### config.mk
export PLATFORM = sky130hd
export DESIGN_NAME = sram_lane_ctrl
export DESIGN_NICKNAME = d
export VERILOG_FILES = /design/src/rtl/sram_ctrl_pkg.sv /design/src/rtl/sram_ctrl_seq.sv /design/src/rtl/sram_pin_reg.sv /design/src/rtl/sram_rd_capture.sv /design/src/rtl/sram_lane_ctrl.sv
export SDC_FILE = /design/constraint.sdc
export NUM_CORES = 1
export LEC_CHECK = 0
export BUFFER_PORTS_ARGS = -buffer_cell sky130_fd_sc_hd__buf_2
export CAP_MARGIN = 15
export CORE_MARGIN = 8
export CORE_UTILIZATION = 43
export CTS_CLUSTER_DIAMETER = 100
export DETAILED_ROUTE_END_ITERATION = 10
export PLACE_DENSITY = 0.86
export SLEW_MARGIN = 0
export SYNTH_ARGS = -nofsm -noshare
export SYNTH_HDL_FRONTEND = slang
export SYNTH_SLANG_ARGS = --single-unit
### constraint.sdc
create_clock -name clk -period 1.6 [get_ports clk]
set_input_delay 0.08 -clock clk [delete_from_list [all_inputs] [get_ports clk]]
set_output_delay 0.08 -clock clk [all_outputs]
set_load 0.005 [all_outputs]
### src/rtl/sram_ctrl_pkg.sv
package sram_ctrl_pkg;

  typedef enum logic [2:0] {
    ST_IDLE   = 3'd0,
    ST_SETUP  = 3'd1,
    ST_STROBE = 3'd2,
    ST_HOLD   = 3'd3,
    ST_DONE   = 3'd4
  } ctrl_state_e;

  // Nanoseconds to clock cycles, rounded up, never below one.
  function automatic int unsigned ns2cyc(input int unsigned ns, input int unsigned clk_ns);
    int unsigned c;
    c = (ns + clk_ns - 1) / clk_ns;
    if (c < 1) c = 1;
    return c;
  endfunction

  function automatic int unsigned umax(input int unsigned a, input int unsigned b);
    return (a > b) ? a : b;
  endfunction

  // Write-enable low time: pulse width, data setup, and select/strobe-to-end
  // (strobes and selects already lead by the one SETUP cycle).
  function automatic int unsigned wr_strobe_len(input int unsigned wp, input int unsigned ds,
                                                input int unsigned cw, input int unsigned bw);
    return umax(umax(wp, ds), umax(umax(cw, 1) - 1, umax(bw, 1) - 1));
  endfunction

  // Cycles after write enable rises so that the whole write cycle is met.
  function automatic int unsigned wr_hold_len(input int unsigned wc, input int unsigned ws);
    return (wc > ws + 1) ? (wc - ws - 1) : 1;
  endfunction

  // Output-enable low time for a read: address access and cycle time minus
  // the SETUP cycle, output-enable access in full.
  function automatic int unsigned rd_strobe_len(input int unsigned aa, input int unsigned rc,
                                                input int unsigned oe);
    return umax(umax(umax(aa, 1) - 1, umax(rc, 1) - 1), umax(oe, 1));
  endfunction

endpackage

### src/rtl/sram_ctrl_seq.sv
module sram_ctrl_seq
  import sram_ctrl_pkg::*;
#(
  parameter int unsigned ADDR_W    = 19,
  parameter int unsigned DATA_W    = 16,
  parameter int unsigned LANES     = 2,
  parameter int unsigned WR_STROBE = 5,
  parameter int unsigned WR_HOLD   = 1,
  parameter int unsigned RD_STROBE = 6,
  parameter int unsigned RD_HOLD   = 1,
  parameter int unsigned CNT_W     = 3
) (
  input  logic              clk,
  input  logic              rst_n,
  input  logic              req_valid,
  input  logic              req_wr,
  input  logic [ADDR_W-1:0] req_addr,
  input  logic [DATA_W-1:0] req_wdata,
  input  logic [LANES-1:0]  req_be,
  output ctrl_state_e       state_q,
  output ctrl_state_e       state_d,
  output logic              op_wr,
  output logic              op_wr_d,
  output logic [ADDR_W-1:0] op_addr,
  output logic [DATA_W-1:0] op_wdata,
  output logic [LANES-1:0]  op_be,
  output logic [LANES-1:0]  op_be_d,
  output logic              hold_enter_d,
  output logic              last_strobe
);

  localparam logic [CNT_W-1:0] WS_LOAD = CNT_W'(WR_STROBE - 1);
  localparam logic [CNT_W-1:0] WH_LOAD = CNT_W'(WR_HOLD - 1);
  localparam logic [CNT_W-1:0] RS_LOAD = CNT_W'(RD_STROBE - 1);
  localparam logic [CNT_W-1:0] RH_LOAD = CNT_W'(RD_HOLD - 1);

  logic [CNT_W-1:0] cnt_q, cnt_d;
  logic             accept;
  logic             cnt_zero;

  assign accept   = (state_q == ST_IDLE) && req_valid;
  assign cnt_zero = (cnt_q == '0);

  always_comb begin
    state_d = state_q;
    cnt_d   = cnt_q;
    unique case (state_q)
      ST_IDLE:   if (req_valid) begin state_d = ST_SETUP; cnt_d = '0; end
      ST_SETUP:  begin state_d = ST_STROBE; cnt_d = op_wr ? WS_LOAD : RS_LOAD; end
      ST_STROBE: if (cnt_zero) begin state_d = ST_HOLD; cnt_d = op_wr ? WH_LOAD : RH_LOAD; end
                 else cnt_d = cnt_q - 1'b1;
      ST_HOLD:   if (cnt_zero) state_d = ST_DONE;
                 else cnt_d = cnt_q - 1'b1;
      ST_DONE:   state_d = ST_IDLE;
      default:   state_d = ST_IDLE;
    endcase
  end

  assign op_wr_d      = accept ? req_wr : op_wr;
  assign op_be_d      = accept ? req_be : op_be;
  assign hold_enter_d = (state_d == ST_HOLD) && (state_q != ST_HOLD);
  assign last_strobe  = (state_q == ST_STROBE) && cnt_zero;

  always_ff @(posedge clk) begin
    if (!rst_n) begin
      state_q  <= ST_IDLE;
      cnt_q    <= '0;
      op_wr    <= 1'b0;
      op_addr  <= '0;
      op_wdata <= '0;
      op_be    <= '0;
    end else begin
      state_q <= state_d;
      cnt_q   <= cnt_d;
      if (accept) begin
        op_wr    <= req_wr;
        op_addr  <= req_addr;
        op_wdata <= req_wdata;
        op_be    <= req_be;
      end
    end
  end

  // the request latch only moves on a taken request
  a_r8_latch_only_on_accept: assert property (@(posedge clk) disable iff (!rst_n)
    (state_q != ST_IDLE) |=> $stable(op_addr) && $stable(op_wdata) && $stable(op_be));

endmodule

### src/rtl/sram_pin_reg.sv
module sram_pin_reg
  import sram_ctrl_pkg::*;
#(
  parameter int unsigned LANES     = 2,
  parameter int unsigned WR_STROBE = 5,
  parameter int unsigned CNT_W     = 3
) (
  input  logic             clk,
  input  logic             rst_n,
  input  ctrl_state_e      state_d,
  input  logic             op_wr_d,
  input  logic [LANES-1:0] op_be_d,
  input  logic             hold_enter_d,
  output logic             sel_q,
  output logic             we_n_q,
  output logic             oe_n_q,
  output logic [LANES-1:0] be_n_q,
  output logic             dq_oe_q
);

  localparam int unsigned RUN_W = CNT_W + 1;

  logic strobe_phase_d, setup_phase_d;
  logic [RUN_W-1:0] we_low_run;

  assign strobe_phase_d = (state_d == ST_STROBE);
  assign setup_phase_d  = (state_d == ST_SETUP);

  always_ff @(posedge clk) begin
    if (!rst_n) begin
      sel_q   <= 1'b0;
      we_n_q  <= 1'b1;
      oe_n_q  <= 1'b1;
      dq_oe_q <= 1'b0;
    end else begin
      sel_q   <= 1'b1;
      we_n_q  <= !(strobe_phase_d && op_wr_d);
      oe_n_q  <= !(strobe_phase_d && !op_wr_d);
      dq_oe_q <= op_wr_d && (setup_phase_d || strobe_phase_d || hold_enter_d);
    end
  end

  for (genvar g = 0; g < LANES; g++) begin : g_lane_strobe
    always_ff @(posedge clk) begin
      if (!rst_n) be_n_q[g] <= 1'b1;
      else        be_n_q[g] <= !((setup_phase_d || strobe_phase_d) && op_be_d[g]);
    end
  end

  // Observation counter for the pulse-width check.
  always_ff @(posedge clk) begin
    if (!rst_n)       we_low_run <= '0;
    else if (!we_n_q) we_low_run <= we_low_run + 1'b1;
    else              we_low_run <= '0;
  end

  a_r4_no_bus_fight: assert property (@(posedge clk) disable iff (!rst_n)
    dq_oe_q |-> oe_n_q);
  a_r4_data_covers_we: assert property (@(posedge clk) disable iff (!rst_n)
    !we_n_q |-> dq_oe_q);
  a_r3_we_pulse_width: assert property (@(posedge clk) disable iff (!rst_n)
    $rose(we_n_q) |-> (we_low_run == RUN_W'(WR_STROBE)));
  a_r10_write_selected: assert property (@(posedge clk) disable iff (!rst_n)
    !we_n_q |-> sel_q);

endmodule

### src/rtl/sram_rd_capture.sv
module sram_rd_capture #(
  parameter int unsigned DATA_W = 16,
  parameter int unsigned LANES  = 2
) (
  input  logic              clk,
  input  logic              rst_n,
  input  logic              capture_en,
  input  logic [LANES-1:0]  lane_en,
  input  logic [DATA_W-1:0] dq_i,
  output logic [DATA_W-1:0] rdata
);

  for (genvar g = 0; g < LANES; g++) begin : g_lane_cap
    always_ff @(posedge clk) begin
      if (!rst_n)          rdata[g*8 +: 8] <= '0;
      else if (capture_en) rdata[g*8 +: 8] <= lane_en[g] ? dq_i[g*8 +: 8] : 8'h00;
    end
  end

endmodule

### src/rtl/sram_lane_ctrl.sv
module sram_lane_ctrl
  import sram_ctrl_pkg::*;
#(
  parameter int unsigned CLK_NS  = 10,
  parameter int unsigned ADDR_W  = 19,
  parameter int unsigned DATA_W  = 16,
  parameter int unsigned T_RC_NS = 70,
  parameter int unsigned T_AA_NS = 70,
  parameter int unsigned T_OE_NS = 35,
  parameter int unsigned T_WC_NS = 70,
  parameter int unsigned T_WP_NS = 50,
  parameter int unsigned T_CW_NS = 60,
  parameter int unsigned T_BW_NS = 60,
  parameter int unsigned T_DS_NS = 30
) (
  input  logic                clk,
  input  logic                rst_n,
  input  logic                host_valid,
  output logic                host_ready,
  input  logic                host_wr,
  input  logic [ADDR_W-1:0]   host_addr,
  input  logic [DATA_W-1:0]   host_wdata,
  input  logic [DATA_W/8-1:0] host_be,
  output logic [DATA_W-1:0]   host_rdata,
  output logic                host_rvalid,
  output logic [ADDR_W-1:0]   mem_addr,
  output logic [DATA_W-1:0]   mem_dq_o,
  input  logic [DATA_W-1:0]   mem_dq_i,
  output logic                mem_dq_oe,
  output logic                mem_cs_n,
  output logic                mem_cs,
  output logic                mem_we_n,
  output logic                mem_oe_n,
  output logic [DATA_W/8-1:0] mem_be_n
);

  localparam int unsigned LANES = DATA_W / 8;

  localparam int unsigned C_RC = ns2cyc(T_RC_NS, CLK_NS);
  localparam int unsigned C_AA = ns2cyc(T_AA_NS, CLK_NS);
  localparam int unsigned C_OE = ns2cyc(T_OE_NS, CLK_NS);
  localparam int unsigned C_WC = ns2cyc(T_WC_NS, CLK_NS);
  localparam int unsigned C_WP = ns2cyc(T_WP_NS, CLK_NS);
  localparam int unsigned C_CW = ns2cyc(T_CW_NS, CLK_NS);
  localparam int unsigned C_BW = ns2cyc(T_BW_NS, CLK_NS);
  localparam int unsigned C_DS = ns2cyc(T_DS_NS, CLK_NS);

  localparam int unsigned WR_STROBE = wr_strobe_len(C_WP, C_DS, C_CW, C_BW);
  localparam int unsigned WR_HOLD   = wr_hold_len(C_WC, WR_STROBE);
  localparam int unsigned RD_STROBE = rd_strobe_len(C_AA, C_RC, C_OE);
  localparam int unsigned RD_HOLD   = 1;
  localparam int unsigned MAX_LEN   = umax(umax(WR_STROBE, RD_STROBE), WR_HOLD);
  localparam int unsigned CNT_W     = $clog2(MAX_LEN + 1);

  ctrl_state_e       state_q, state_d;
  logic              op_wr, op_wr_d;
  logic [ADDR_W-1:0] op_addr;
  logic [DATA_W-1:0] op_wdata;
  logic [LANES-1:0]  op_be, op_be_d;
  logic              hold_enter_d, last_strobe;
  logic              sel_q, rd_capture_en;

  sram_ctrl_seq #(
    .ADDR_W(ADDR_W), .DATA_W(DATA_W), .LANES(LANES),
    .WR_STROBE(WR_STROBE), .WR_HOLD(WR_HOLD),
    .RD_STROBE(RD_STROBE), .RD_HOLD(RD_HOLD), .CNT_W(CNT_W)
  ) u_seq (
    .clk(clk), .rst_n(rst_n),
    .req_valid(host_valid), .req_wr(host_wr), .req_addr(host_addr),
    .req_wdata(host_wdata), .req_be(host_be),
    .state_q(state_q), .state_d(state_d),
    .op_wr(op_wr), .op_wr_d(op_wr_d), .op_addr(op_addr), .op_wdata(op_wdata),
    .op_be(op_be), .op_be_d(op_be_d),
    .hold_enter_d(hold_enter_d), .last_strobe(last_strobe)
  );

  sram_pin_reg #(
    .LANES(LANES), .WR_STROBE(WR_STROBE), .CNT_W(CNT_W)
  ) u_pins (
    .clk(clk), .rst_n(rst_n),
    .state_d(state_d), .op_wr_d(op_wr_d), .op_be_d(op_be_d), .hold_enter_d(hold_enter_d),
    .sel_q(sel_q), .we_n_q(mem_we_n), .oe_n_q(mem_oe_n), .be_n_q(mem_be_n), .dq_oe_q(mem_dq_oe)
  );

  assign rd_capture_en = last_strobe && !op_wr;

  sram_rd_capture #(
    .DATA_W(DATA_W), .LANES(LANES)
  ) u_rdcap (
    .clk(clk), .rst_n(rst_n),
    .capture_en(rd_capture_en), .lane_en(op_be), .dq_i(mem_dq_i), .rdata(host_rdata)
  );

  assign host_ready  = (state_q == ST_IDLE);
  assign host_rvalid = (state_q == ST_DONE) && !op_wr;
  assign mem_addr    = op_addr;
  assign mem_dq_o    = op_wdata;
  assign mem_cs_n    = !sel_q;
  assign mem_cs      = sel_q;

  a_r2_idle_standby: assert property (@(posedge clk) disable iff (!rst_n)
    host_ready |-> (&mem_be_n) && mem_we_n && mem_oe_n);
  a_r6_rvalid_pulse: assert property (@(posedge clk) disable iff (!rst_n)
    host_rvalid |=> !host_rvalid);
  a_r3_addr_steady: assert property (@(posedge clk) disable iff (!rst_n)
    !(&mem_be_n) |=> (&mem_be_n) || $stable(mem_addr));
  a_r10_select_kept: assert property (@(posedge clk) disable iff (!rst_n)
    $past(rst_n) |-> !mem_cs_n && mem_cs);

endmodule

# Yosys cells after proc, flatten, opt, wreduce, memory -nomap -nowiden
# Cells that the tools add are included.
[totals]
out_inout_bits = 60
inputBits = 57
regBits = 66
elab_cells = 62
[op_classes]
n_addsub = 1
n_reduce_logical = 23
n_mux = 14
n_eq_ne = 10
[ops]
columns = ["cell", "count"]
rows = [
  ["3-bit case mux with 4 select lines", 2],
  ["3-bit 2-to-1 mux", 6],
  ["8-bit 2-to-1 mux", 2],
  ["3-bit by 2-bit == test with 1-bit output, second input constant", 4],
  ["1-bit logical AND", 10],
  ["1-bit zero test", 7],
  ["3-bit by 1-bit == test with 1-bit output, second input constant", 2],
  ["3-bit zero test", 2],
  ["2-bit inequality test, second input constant", 2],
  ["4-bit nonzero test", 1],
  ["3-bit == test, second input constant", 1],
  ["1-bit 2-to-1 mux", 3],
  ["3-bit by 2-bit inequality test with 1-bit output, second input constant", 1],
  ["3-bit AND reduction", 1],
  ["3-bit by 1-bit subtractor with 3-bit output, second input constant", 1],
  ["1-bit logical OR", 2],
  ["2-bit 2-to-1 mux", 1],
]

# Depth between registers and ports, before layout
[logic_depth]
depth_word = 7
mapped_depth = 7
depth_no_buf = 5

# Cells and area by module
# A second synthesis with hierarchy kept.
[unflattened]
cells_unflattened = 296
hier_area_um2 = 2641.3
[by_module_without_submodules]
columns = ["module", "cells_each", "seq_area_each_um2", "instances", "area_each_um2"]
rows = [
  ["sram_ctrl_seq", 205, 880.8, 1, 1736.7],
  ["sram_rd_capture", 72, 320.3, 1, 686.9],
  ["sram_pin_reg", 15, 120.1, 1, 186.4],
  ["sram_lane_ctrl", 4, 0.0, 1, 31.3],
]

# Worst setup path after synthesis
# No wires, ideal clock.
[synth_timing]
path_type = "register to register"
startpoint = "register u_seq.cnt_q[0]"
endpoint = "register u_rdcap.rdata[0]"
stages_incl_launch_ff = 8
t_arrival_ns = 1.463
n_path_buf = 2
required_time_ns = 1.480
setup_slack_ns = 0.017
period_less_slack_ns = 1.583
setup_time_ns = 0.120
cell_sequence = "dfxtp_1 > inv_1 > ha_1 > or4b_1 > buf_2 > buf_6 > o21ai_1 > a21boi_1"
[synth_via]
elab_chain_len = 3
[synth_rtl]
columns = ["element", "line_no", "source"]
rows = [
  ["from (decl)", "sram_ctrl_seq.sv:37", "logic [CNT_W-1:0] cnt_q, cnt_d;"],
  ["from (signal assigned)", "sram_ctrl_seq.sv:74", "cnt_q <= cnt_d;"],
  ["3-bit zero test", "sram_ctrl_seq.sv:42", "assign cnt_zero = (cnt_q == '0);"],
  ["1-bit logical AND", "sram_ctrl_seq.sv:62", "assign last_strobe = (state_q == ST_STROBE) && cnt_zero;"],
  ["1-bit logical AND", "sram_lane_ctrl.sv:85", "assign rd_capture_en = last_strobe && !op_wr;"],
  ["to (signal, indexed assignment)", "sram_rd_capture.sv:16", "else if (capture_en) rdata[g*8 +: 8] <= lane_en[g] ? dq_i[g*8 +: 8] : 8'h00;"],
  ["to (decl)", "sram_rd_capture.sv:10", "output logic [DATA_W-1:0] rdata"],
]
# No other way between the ends.
# A chain may end at the register's enable or synchronous reset.

# Worst setup path after layout
[layout_timing]
startpoint = "register u_seq.cnt_q[1]"
endpoint = "register u_rdcap.rdata[9]"
# Same word-level chain as after synthesis.

==> results.json <==
{
  "status": "finished clean",
  "cap_violations": 0,
  "fmax_ghz": 0.639,
  "drt_iter0_markers": 159,
  "worstPathMaxFanout": 8,
  "reg2reg_setup_slack_ns": 0.04,
  "core-area_um2": 6240,
  "die_w_um": 95.6,
  "slew_headroom_pct": 68.7,
  "fin_crit_sh_pct": 97.8,
  "clk_pin_slew_ns": 0.07,
  "fin_nets": 520,
  "syn_area_um2": 2730,
  "fp.dieArea_um2": 9140,
  "cp_top_family": "simple AND/OR/NAND/NOR gates",
  "ys_ff_latch": 66,
  "crit_required_ns": 1.82,
  "fillCellCount": 494,
  "ios": 117,
  "htree_levels": 3,
  "cts_tree": "yes",
  "dp_slack_ns": -0.0393,
  "hold_class": "input pin to register",
  "fin_setup_tns_ns": 0,
  "synth_common_cells": "nand2_1 (74), dfxtp_1 (66), a21boi_1 (40)",
  "cellPowerDensity_nw_per_um2": 1050,
  "cts_buffers": 9,
  "cts-root-buf": "clkbuf_8",
  "cp.depth": 6,
  "setup.worst_path.start": "u_seq.cnt_q[1]",
  "yosysTopAreaCell": "dfxtp_1",
  "crit_chain": "inv_2 > ha_4 > or4b_4 > clkbuf_16 > o21ai_1 > a21boi_1",
  "path_class": "register to register",
  "synth_seq_area_share_pct": 48.5,
  "yosysMostFrequentCell": "nand2_1",
  "synth_nets": 362,
  "critical-path-max-stage-delay_ns": 0.51,
  "drtAntennaViolNets": 0,
  "start_util_pct": 43.7,
  "setup_viol": 0,
  "routed-via-count": 2769,
  "grt_usage_pct": 18.4,
  "power.leakage_uw": 0.00180,
  "drive_gt1_share_pct": 35.2,
  "synth_area_per_cell_um2": 9.00,
  "synthCells": 303,
  "place.port_buffers": 116,
  "ir_drop_mv": 0.591,
  "synth_flop_cell": "dfxtp_1",
  "viasPerCell": 5.09,
  "clock_sinks": 66,
  "post_drt_wl_per_cell_um": 15.8,
  "cp_slowest_cell": "or4b_4",
  "drc": 0,
  "fp-row-count": 29,
  "antenna_found_initial": 1,
  "grt_overflow": 0,
  "wl_um": 8600,
  "synth_area_leaders": "dfxtp_1 (48%), a21boi_1 (11%), nand2_1 (10%)",
  "ys_types": 35,
  "gp_congestion": 0.917,
  "worst_pin_slew_ns": 0.466,
  "grt_start_max_net_pins": 33,
  "clockBufferDepth": 2,
  "hold_viol_final": 0,
  "worstReg2RegEnd": "u_rdcap.rdata[9]",
  "fin_skew_ns": 0.00523,
  "areaGrowthSynthToFinish_pct": 47.4,
  "endpoint": "u_rdcap.rdata[9]",
  "synthArstFlopShare_pct": 0,
  "rr_startpoint": "u_seq.cnt_q[1]",
  "grt_pass1_wl_um": 13100,
  "path_buf_inv": 2,
  "crit_arrival_ns": 1.79,
  "period_minus_slack_ns": 1.56,
  "synth_top_cell_area_share_pct": 48.5,
  "die_h_um": 95.6,
  "crit_path_end_kind": "register",
  "synth_enable_flop_cells": 0,
  "clk_latency_ns": 0.33,
  "dpl.hpwl_um": 5510,
  "synth-warning-count": 0,
  "rr_worst_depth": 6,
  "worst_setup_path_start_kind": "register",
  "drt_pass1_iterations": 4,
  "grt_pass1_vias": 2735,
  "slew_violations": 0,
  "worst_slack_ns": 0.0350
}
==> flip-flops by register name (all words and copies together), names as in the netlist, 2 cells and up <==
name	flops
u_seq.cnt_q	3
u_seq.state_q	3
u_seq.op_addr	19
u_pins.be_n_q	2
u_seq.op_wdata	16
u_rdcap.rdata	16
u_seq.op_be	2
==> placed cells by master (no fill, tap or decap), types with 2 or more instances in the layout <==
| master | instances |
|---|---|
| nor3_1 | 2 |
| nand2b_1 | 3 |
| nor4b_4 | 2 |
| o31ai_1 | 2 |
| and3_1 | 2 |
| dfxtp_2 | 2 |
| buf_12 | 2 |
| inv_1 | 5 |
| o21ai_2 | 4 |
| inv_2 | 2 |
| nor2b_1 | 5 |
| clkbuf_8 | 10 |
| o311ai_0 | 3 |
| a21boi_1 | 43 |
| a21boi_0 | 10 |
| nand4_1 | 16 |
| buf_4 | 18 |
| o21ai_1 | 12 |
| dfxtp_1 | 64 |
| clkbuf_1 | 4 |
| a211oi_1 | 2 |
| nand2_1 | 74 |
| o21ai_0 | 3 |
| buf_2 | 116 |
| nand3b_1 | 2 |
| a21oi_1 | 2 |
| a31oi_1 | 2 |
| dlygate4sd3_1 | 37 |
==> worst min path at each step <==
stage	from	end	slack, ns	cells past startpoint
2_1_floorplan	rst_n	u_pins.sel_q	0.11	0
3_3_place_gp	host_wdata[2]	u_seq.op_wdata[2]	0.32	3
3_5_place_dp	host_wdata[13]	u_seq.op_wdata[13]	0.33	3
4_1_cts	host_addr[9]	u_seq.op_addr[9]	0.006	3
5_1_grt	mem_dq_i[10]	u_rdcap.rdata[10]	0.003	3
6_report	mem_dq_i[15]	u_rdcap.rdata[15]	0.02	3
==> repair_timing <==
action	in CTS	in global routing
buffers inserted	0	1
pin swaps	0	1
hold buffers	37	0
endpoints found under the setup margin	6	22
endpoints found under the hold margin	37	0
gates resized for setup	4	20
cloned	0	1
==> layer usage <==
metal / track usage (%) / up-vias / wire [um]
li1: - / 1370 / -
met4: 8.45 / 0 / 170
met1: 20.6 / 1262 / 3440
met3: 5.04 / 16 / 751
met2: 31.7 / 121 / 4230
met5: 0 / - / 0
==> power breakdown <==
group          internal, uW  total, uW  switching [uW]
logic                   553       1150             592
clock network           605       1200             594
registers              1780       1870            87.7
==> layout make-up <==
type	instances	area, um^2	area share, %
inverters	7	26.3	0.654
diodes	1	2.50	0.0623
well taps	77	96.3	2.40
repair buffers	174	1150	28.7
multi-input cells	203	1250	31.2
clock buffers	14	153	3.80
clock inverters	2	12.5	0.311
flip-flops and latches	66	1320	32.9
==> per-stage QoR <==
stage          cell area [um^2]  hold slack (ns)  cells  utilization [%]  power [uW]
2_1_floorplan              2730            0.108    303                -        2490
3_3_place_gp               3390            0.320    488             54.4        2830
3_5_place_dp               3390            0.326    488             54.4        2870
4_1_cts                    3940          0.00561    541             63.1        4150
5_1_grt                    4020          0.00332    544             64.4        4460
6_report                   4020           0.0172    544             64.4        4210
==> kinds of logic (layout without fill, tap and decap cells) <==
family | after synthesis | after routing | synth area share, %
adder cells (fa/ha/maj) | 2 | 2 | 0.918
multiplexers | 1 | 1 | 0.367
other | 0 | 1 | 0
flip-flops | 66 | 66 | 48.5
AO/OA/AOI/OAI | 86 | 86 | 21.9
AND/OR/NAND/NOR | 114 | 114 | 21.3
buffers and inverters | 34 | 197 | 6.98
==> worst register-to-register path, delay by kind of cell (launching register included) <==
family	cells	cell delay, ns
compound gates	2	0.21
fa+ha+maj	1	0.14
buf+inv	2	0.27
flops	1	0.33
simple gates	1	0.51
Power figures use the tool's default switching activity.
